<file path="config.mk">
export PLATFORM = sky130hd
export DESIGN_NAME = tti_capture_buf
export DESIGN_NICKNAME = d
export VERILOG_FILES = /design/src/rtl/tti_pkg.sv /design/src/rtl/tti_rx_writer.sv /design/src/rtl/tti_word_store.sv /design/src/rtl/tti_cpu_regs.sv /design/src/rtl/tti_capture_buf.sv
export SDC_FILE = /design/constraint.sdc
export NUM_CORES = 2
export LEC_CHECK = 0
export ABC_CLOCK_PERIOD_IN_PS = 4100
export BUFFER_PORTS_ARGS = -buffer_cell sky130_fd_sc_hd__buf_2
export CAP_MARGIN = 40
export CORE_UTILIZATION = 35
export DETAILED_ROUTE_END_ITERATION = 12
export GPL_TIMING_DRIVEN = 1
export PLACE_DENSITY = 0.5
export SYNTH_ARGS = -nofsm -noshare
export SYNTH_HDL_FRONTEND = slang
export SYNTH_SLANG_ARGS = --single-unit
</file>
<file path="constraint.sdc">
create_clock -name clk -period 4.1 [get_ports clk]
set_input_delay 0.205 -clock clk [delete_from_list [all_inputs] [get_ports clk]]
set_output_delay 0.205 -clock clk [all_outputs]
set_load 0.03 [all_outputs]
</file>
<file path="src/rtl/tti_pkg.sv">
package tti_pkg;
  localparam int unsigned TTI_BYTES    = 64;
  localparam int unsigned BYTE_W       = 8;
  localparam int unsigned IDX_W        = $clog2(TTI_BYTES);
  localparam int unsigned WORD_W       = 2 * BYTE_W;
  localparam int unsigned DEPTH        = TTI_BYTES / 2;
  localparam int unsigned WA_W         = $clog2(DEPTH);
  localparam int unsigned BEI_W        = 4;
  localparam int unsigned LIVE_N       = 3;
  localparam logic [BEI_W-1:0] BIAE_CODE = 4'b1011;
  localparam int unsigned CFG_PTR_LSB  = 8;
  localparam int unsigned CFG_INV_BIT  = 7;
  localparam int unsigned CFG_AUTO_BIT = 5;
  localparam int unsigned CFG_MANU_BIT = 4;

  typedef struct packed {
    logic              we;
    logic [WA_W-1:0]   word;
    logic              half;
    logic [BYTE_W-1:0] data;
  } cap_wr_t;
endpackage

</file>
<file path="src/rtl/tti_rx_writer.sv">
module tti_rx_writer
  import tti_pkg::*;
(
  input  logic              clk,
  input  logic              rst_n,
  input  logic              ov_valid,
  input  logic [BYTE_W-1:0] ov_byte,
  input  logic [IDX_W-1:0]  ov_mfas,
  input  logic              inv_pulse,
  output cap_wr_t           cap,
  output logic [LIVE_N-1:0] live
);
  localparam logic [IDX_W-1:0] LAST_IDX = IDX_W'(TTI_BYTES - 1);

  logic             run_q;
  logic [IDX_W-1:0] exp_q;
  logic [LIVE_N-1:0] live_q;

  always_comb begin
    cap.we   = ov_valid;
    cap.word = ov_mfas[IDX_W-1:1];
    cap.half = ov_mfas[0];
    cap.data = ov_byte;
  end

  // Run tracker: a run starts at index 0 and must continue in steps of one.
  always_ff @(posedge clk or negedge rst_n) begin
    if (!rst_n) begin
      run_q  <= 1'b0;
      exp_q  <= '0;
      live_q <= '0;
    end else if (inv_pulse) begin
      run_q  <= 1'b0;
      live_q <= '0;
    end else if (ov_valid) begin
      if (ov_mfas == '0) begin
        run_q <= 1'b1;
        exp_q <= IDX_W'(1);
      end else if (run_q && ov_mfas == exp_q) begin
        exp_q <= exp_q + 1'b1;
        if (ov_mfas == LAST_IDX) begin
          live_q <= '1;
          run_q  <= 1'b0;
        end
      end else begin
        run_q <= 1'b0;
      end
    end
  end

  assign live = live_q;

  p_live_clear_r8: assert property (@(posedge clk) disable iff (!rst_n)
    inv_pulse |=> (live == '0));

  p_live_set_r9: assert property (@(posedge clk) disable iff (!rst_n)
    $rose(live[0]) |-> ($past(ov_valid) && $past(ov_mfas) == LAST_IDX));
endmodule

</file>
<file path="src/rtl/tti_word_store.sv">
module tti_word_store
  import tti_pkg::*;
(
  input  logic              clk,
  input  logic              rst_n,
  input  cap_wr_t           cap,
  input  logic              cpu_wr_en,
  input  logic [WA_W-1:0]   cpu_addr,
  input  logic [WORD_W-1:0] cpu_wdata,
  output logic [WORD_W-1:0] rd_word
);
  logic [BYTE_W-1:0] lo_q [DEPTH];
  logic [BYTE_W-1:0] hi_q [DEPTH];

  for (genvar g = 0; g < DEPTH; g++) begin : g_word
    logic cpu_hit, cap_lo, cap_hi;
    assign cpu_hit = cpu_wr_en && (cpu_addr == WA_W'(g));
    assign cap_lo  = cap.we && (cap.word == WA_W'(g)) && !cap.half;
    assign cap_hi  = cap.we && (cap.word == WA_W'(g)) &&  cap.half;

    // Received byte takes its half; processor value fills the rest.
    always_ff @(posedge clk or negedge rst_n) begin
      if (!rst_n) begin
        lo_q[g] <= '0;
        hi_q[g] <= '0;
      end else begin
        if (cap_lo)       lo_q[g] <= cap.data;
        else if (cpu_hit) lo_q[g] <= cpu_wdata[BYTE_W-1:0];
        if (cap_hi)       hi_q[g] <= cap.data;
        else if (cpu_hit) hi_q[g] <= cpu_wdata[WORD_W-1:BYTE_W];
      end
    end
  end

  assign rd_word = {hi_q[cpu_addr], lo_q[cpu_addr]};

  p_cap_stored_r2: assert property (@(posedge clk) disable iff (!rst_n)
    cap.we |=> ($past(cap.half) ? hi_q[$past(cap.word)] : lo_q[$past(cap.word)])
               == $past(cap.data));
endmodule

</file>
<file path="src/rtl/tti_cpu_regs.sv">
module tti_cpu_regs
  import tti_pkg::*;
(
  input  logic              clk,
  input  logic              rst_n,
  input  logic              cpu_req,
  input  logic              cpu_we,
  input  logic              cpu_sel_cfg,
  input  logic [WA_W-1:0]   wr_ptr,
  input  logic              wr_inv,
  input  logic              wr_auto,
  input  logic              wr_manu,
  input  logic [WORD_W-1:0] mem_rd_word,
  output logic [WA_W-1:0]   ptr,
  output logic              inv_pulse,
  output logic              auto_en,
  output logic              manu_en,
  output logic              cpu_rvalid,
  output logic [WORD_W-1:0] cpu_rdata
);
  logic [WA_W-1:0]   ptr_q;
  logic              inv_q, auto_q, manu_q, rvalid_q;
  logic [WORD_W-1:0] rdata_q, cfg_word;
  logic              data_acc, cfg_wr, rd_req;

  assign data_acc  = cpu_req && !cpu_sel_cfg;
  assign cfg_wr    = cpu_req && cpu_we && cpu_sel_cfg;
  assign rd_req    = cpu_req && !cpu_we;
  assign inv_pulse = cfg_wr && wr_inv && !inv_q;

  always_comb begin
    cfg_word = '0;
    cfg_word[CFG_PTR_LSB +: WA_W] = ptr_q;
    cfg_word[CFG_INV_BIT]  = inv_q;
    cfg_word[CFG_AUTO_BIT] = auto_q;
    cfg_word[CFG_MANU_BIT] = manu_q;
  end

  always_ff @(posedge clk or negedge rst_n) begin
    if (!rst_n) begin
      ptr_q  <= '0;
      inv_q  <= 1'b0;
      auto_q <= 1'b0;
      manu_q <= 1'b0;
    end else if (cfg_wr) begin
      ptr_q  <= wr_ptr;
      inv_q  <= wr_inv;
      auto_q <= wr_auto;
      manu_q <= wr_manu;
    end else if (data_acc) begin
      ptr_q  <= ptr_q + 1'b1;
    end
  end

  always_ff @(posedge clk or negedge rst_n) begin
    if (!rst_n) begin
      rvalid_q <= 1'b0;
      rdata_q  <= '0;
    end else begin
      rvalid_q <= rd_req;
      if (rd_req) rdata_q <= cpu_sel_cfg ? cfg_word : mem_rd_word;
    end
  end

  assign ptr        = ptr_q;
  assign auto_en    = auto_q;
  assign manu_en    = manu_q;
  assign cpu_rvalid = rvalid_q;
  assign cpu_rdata  = rdata_q;

  p_ptr_step_r5: assert property (@(posedge clk) disable iff (!rst_n)
    data_acc |=> (ptr_q == $past(ptr_q) + 1'b1));

  p_ptr_load_r5: assert property (@(posedge clk) disable iff (!rst_n)
    cfg_wr |=> (ptr_q == $past(wr_ptr)));

  p_rvalid_r4: assert property (@(posedge clk) disable iff (!rst_n)
    rd_req |=> cpu_rvalid);
endmodule

</file>
<file path="src/rtl/tti_capture_buf.sv">
module tti_capture_buf
  import tti_pkg::*;
(
  input  logic                 clk,
  input  logic                 rst_n,
  input  logic                 ov_valid,
  output logic                 ov_ready,
  input  logic [BYTE_W-1:0]    ov_byte,
  input  logic [IDX_W-1:0]     ov_mfas,
  input  logic                 cpu_req,
  input  logic                 cpu_we,
  input  logic                 cpu_sel_cfg,
  input  logic [WORD_W-1:0]    cpu_wdata,
  output logic                 cpu_rvalid,
  output logic [WORD_W-1:0]    cpu_rdata,
  input  logic                 iae_det,
  input  logic [BEI_W-1:0]     bei_in,
  output logic [BEI_W-1:0]     bei_out,
  output logic [LIVE_N-1:0]    tti_live
);
  cap_wr_t           cap;
  logic [WA_W-1:0]   ptr;
  logic              inv_pulse, auto_en, manu_en, force_biae;
  logic [WORD_W-1:0] mem_rd_word;

  assign ov_ready = 1'b1;

  tti_rx_writer u_writer (
    .clk, .rst_n, .ov_valid, .ov_byte, .ov_mfas,
    .inv_pulse, .cap, .live(tti_live)
  );

  tti_word_store u_store (
    .clk, .rst_n, .cap,
    .cpu_wr_en (cpu_req && cpu_we && !cpu_sel_cfg),
    .cpu_addr  (ptr),
    .cpu_wdata,
    .rd_word   (mem_rd_word)
  );

  tti_cpu_regs u_regs (
    .clk, .rst_n, .cpu_req, .cpu_we, .cpu_sel_cfg,
    .wr_ptr  (cpu_wdata[CFG_PTR_LSB +: WA_W]),
    .wr_inv  (cpu_wdata[CFG_INV_BIT]),
    .wr_auto (cpu_wdata[CFG_AUTO_BIT]),
    .wr_manu (cpu_wdata[CFG_MANU_BIT]),
    .mem_rd_word, .ptr, .inv_pulse, .auto_en, .manu_en,
    .cpu_rvalid, .cpu_rdata
  );

  assign force_biae = manu_en || (auto_en && iae_det);
  assign bei_out    = force_biae ? BIAE_CODE : bei_in;

  p_manual_biae_r11: assert property (@(posedge clk) disable iff (!rst_n)
    (cpu_req && cpu_we && cpu_sel_cfg && cpu_wdata[CFG_MANU_BIT]) |=> (bei_out == BIAE_CODE));
endmodule

</file>
==> reports/metrics.csv <==
metric;value;unit
synth-seq-area-share;0.450;
fmax;324;MHz
finalHoldViolCount;0;
gr-usage-all-layers;0.256;
timing.final.ws_setup;1.01;ns
dieHeight;296;um
floorplan.initialDensity;0.355;
netlist_area;30300;um2
grt_pass1_vias;23400;
path_cells;buf_12 -> mux2i_1 -> a22oi_1 -> a311oi_1 -> o21ai_0;
row_count;107;
min_path_type;in2reg;
ys.warnings.count;0;
place.gp.congestion;0.896;
fin_skew;0.0339;ns
period_share;0.753;
clock_latency;0.63;ns
die-area;87700;um2
synth_edf_count;0;
cts.sinks;545;
ys_ff_latch;545;
cts_buffers;67;
cpMaxStageDelayCell;dfrtp_4;
peakVddDrop;0.282;mV
yosysUniqueCellTypes;63;
dr.first_iter.drc_count;2508;
final_nets;3046;
status;complete, no violations;
root_buffer;clkbuf_16;
critical_path_required;4.57;ns
worstSetupStartpointType;flip-flop;
relSlewSlack;0.372;
drt_wl_total;111000;um
max_slew.worst_pin.slew;0.943;ns
num_vias;23700;
ys.flop_type;dfrtp_1;
core;85400;um2
grt_pass1_wl;165000;um
cpPeakStageDelay;0.80;ns
avgSynthCellArea;9.92;um2
slew_viol_final;0;
place_ws;1.06;ns
final.setup.tns;0;ns
synth_cells;3054;
route.detailed.drc;0;
htreeDepth;3;
grt_overflow;0;
ios;66;
ant_nets;0;
p_per_area;604;nW/um2
post_drt_wl_per_cell;26.5;um
end_kind;flip-flop;
post_cts_buffers;0;
drive_gt1_frac;0.125;
grt_antenna_before_repair;8;
first_pass_iters;6;
area_delta_synth_final;12.7;%
arrival;3.56;ns
clockBufferDepth;3;
crit_type;reg2reg;
async_reset_ff_frac;1.00;
period_minus_slack;3.09;ns
io_buffers;64;
rsz0062_at_grt;false;
crit_path_max_fanout;82;
finalSetupViolations;0;
viasPerCell;5.65;
clkTransAtPathRegs;0.06;ns
cap_violations;0;
hpwlAfterDp;74600;um
leakage;0.0172;uW
cts_tree;yes;
grt_max_degree;145;
synth_nets;3102;
dieWidth;296;um
-- synth_stat cells, types with 6 or more instances --
cell	count	area share
inv_1	7	0.00087
xnor2_1	6	0.0017
dfrtp_1	545	0.45
o21a_1	6	0.0015
o21ai_0	365	0.060
a22oi_1	56	0.014
buf_6	12	0.0045
nand2_1	466	0.058
and3_1	8	0.0017
nor2_1	202	0.025
mux4_2	58	0.043
ha_1	7	0.0029
buf_1	9	0.0011
clkbuf_1	144	0.018
nor2b_1	8	0.0017
nand2_2	20	0.0041
mux2_2	6	0.0022
o21ai_1	23	0.0038
nand3_1	28	0.0046
and2_1	6	0.0012
buf_4	33	0.0082
buf_2	94	0.016
nand2b_1	8	0.0017
a21oi_1	187	0.031
mux2i_1	658	0.22
a31oi_1	8	0.0017
a22o_1	8	0.0023
-- logic make-up (layout without fill, tap and decap cells) --
kind of cell	count (synthesis)	after routing	synth area share
compound gates	684	684	0.123
xor+xnor	6	6	0.00174
fa+ha+maj	7	7	0.00289
buf+inv	302	296	0.0484
flops	545	545	0.450
mux	722	722	0.263
other cells	1	3	0.000124
simple gates	787	787	0.111
-- flip-flops by register name, summed over array words and instances (netlist names) --
name and count:
u_regs.auto_en 1, u_regs.cpu_rdata 16, u_regs.cpu_rvalid 1, u_regs.inv_q 1, u_regs.manu_en 1, u_regs.ptr 5, u_store.hi_q 256, u_store.lo_q 256
u_writer.exp_q 6, u_writer.live 1, u_writer.run_q 1
-- worst paths after layout --
| check | start | to | slack (ns) | cells past startpoint |
|---|---|---|---|---|
| setup / recovery | u_regs.ptr[1] | u_regs.cpu_rdata[3] | 1.01 | 5 |
| hold / removal | cpu_sel_cfg | u_regs.ptr[2] | 0.06 | 2 |
| setup reg to reg | u_regs.ptr[1] | u_regs.cpu_rdata[3] | 1.01 | 5 |
| hold reg to reg | u_writer.run_q | u_writer.run_q | 0.53 | 2 |
| max in group asynchronous | rst_n | u_store.hi_q[195] | 2.62 | 3 |
| min in group asynchronous | rst_n | u_store.lo_q[69] | 0.20 | 2 |
-- where the power goes --
group | leakage [uW] | total (uW) | internal, uW | switching, uW
Sequential | 0.00705 | 8370 | 7190 | 1180
Combinational | 0.00907 | 6120 | 2560 | 3550
Clock | 0.00112 | 6140 | 3680 | 2460
-- per-stage QoR --
| step | cells | area, um2 | power (uW) | util | hold WS [ns] |
|---|---|---|---|---|---|
| floorplan | 3054 | 30300 | 12100 | - | -0.0906 |
| global placement | 4005 | 31000 | 14200 | 0.363 | 0.256 |
| detailed placement | 4069 | 31800 | 14500 | 0.373 | 0.265 |
| CTS | 4192 | 34100 | 20700 | 0.400 | 0.0226 |
| global route | 4193 | 34100 | 21600 | 0.400 | 0.0679 |
| finish | 4194 | 34100 | 20600 | 0.400 | 0.0624 |
-- timing repair --
item,in CTS,in global routing
hold endpoints to repair,87,0
hold buffers,4,0
resized for setup,0,0
-- cells in the final DEF (no fill, tap or decap), drive strengths merged, types with 3 or more instances in the layout --
| cell type | netlist | final |
|---|---|---|
| buf | 148 | 164 |
| clkbuf | 145 | 95 |
| nand2 | 490 | 490 |
| nor3 | 5 | 5 |
| inv | 7 | 10 |
| xnor2 | 6 | 6 |
| dlygate4sd3 | 0 | 4 |
| a311oi | 4 | 4 |
| bufinv | 0 | 5 |
| o21a | 6 | 6 |
| and2 | 7 | 7 |
| a2111oi | 3 | 3 |
| ha | 7 | 7 |
| mux4 | 58 | 58 |
| mux2i | 658 | 658 |
| nand3 | 31 | 31 |
| o22ai | 5 | 5 |
| a221oi | 3 | 3 |
| and3 | 8 | 8 |
| a21oi | 187 | 187 |
| a31oi | 8 | 8 |
| dfrtp | 545 | 545 |
| nor2b | 9 | 9 |
| nand4 | 6 | 6 |
| mux2 | 6 | 6 |
| o221ai | 3 | 3 |
| nor4 | 4 | 4 |
| clkinv | 2 | 17 |
| o21ai | 388 | 388 |
| a22o | 8 | 8 |
| nor2 | 207 | 207 |
| a41oi | 5 | 5 |
| nand2b | 8 | 8 |
| a22oi | 56 | 56 |
| and3b | 3 | 3 |
-- critical path: cells and delay by family, from the launching register on --
family          cells  cell delay (ns)
compound gates      3             0.91
buf+inv             1             0.58
mux                 1             0.55
flops               1             0.80
-- cell type report --
class	instances	area (um2)
repair buffers	168	1560
fillers	8338	51300
inverters	9	33.8
multi-input cells	2207	15200
flip-flops and latches	545	13600
well taps	1144	1430
clock inverters	24	282
clock buffers	95	1970
diodes	2	5.00
-- per-layer routing --
| metal | track usage | wire length (um) | up-vias |
|---|---|---|---|
| li1 | - | - | 10600 |
| met1 | 0.355 | 49100 | 12000 |
| met2 | 0.406 | 51600 | 819 |
| met3 | 0.0405 | 6580 | 201 |
| met4 | 0.0874 | 4070 | 6 |
| met5 | 0 | 25 | - |
No activity file was read; power rests on OpenSTA's default activity.
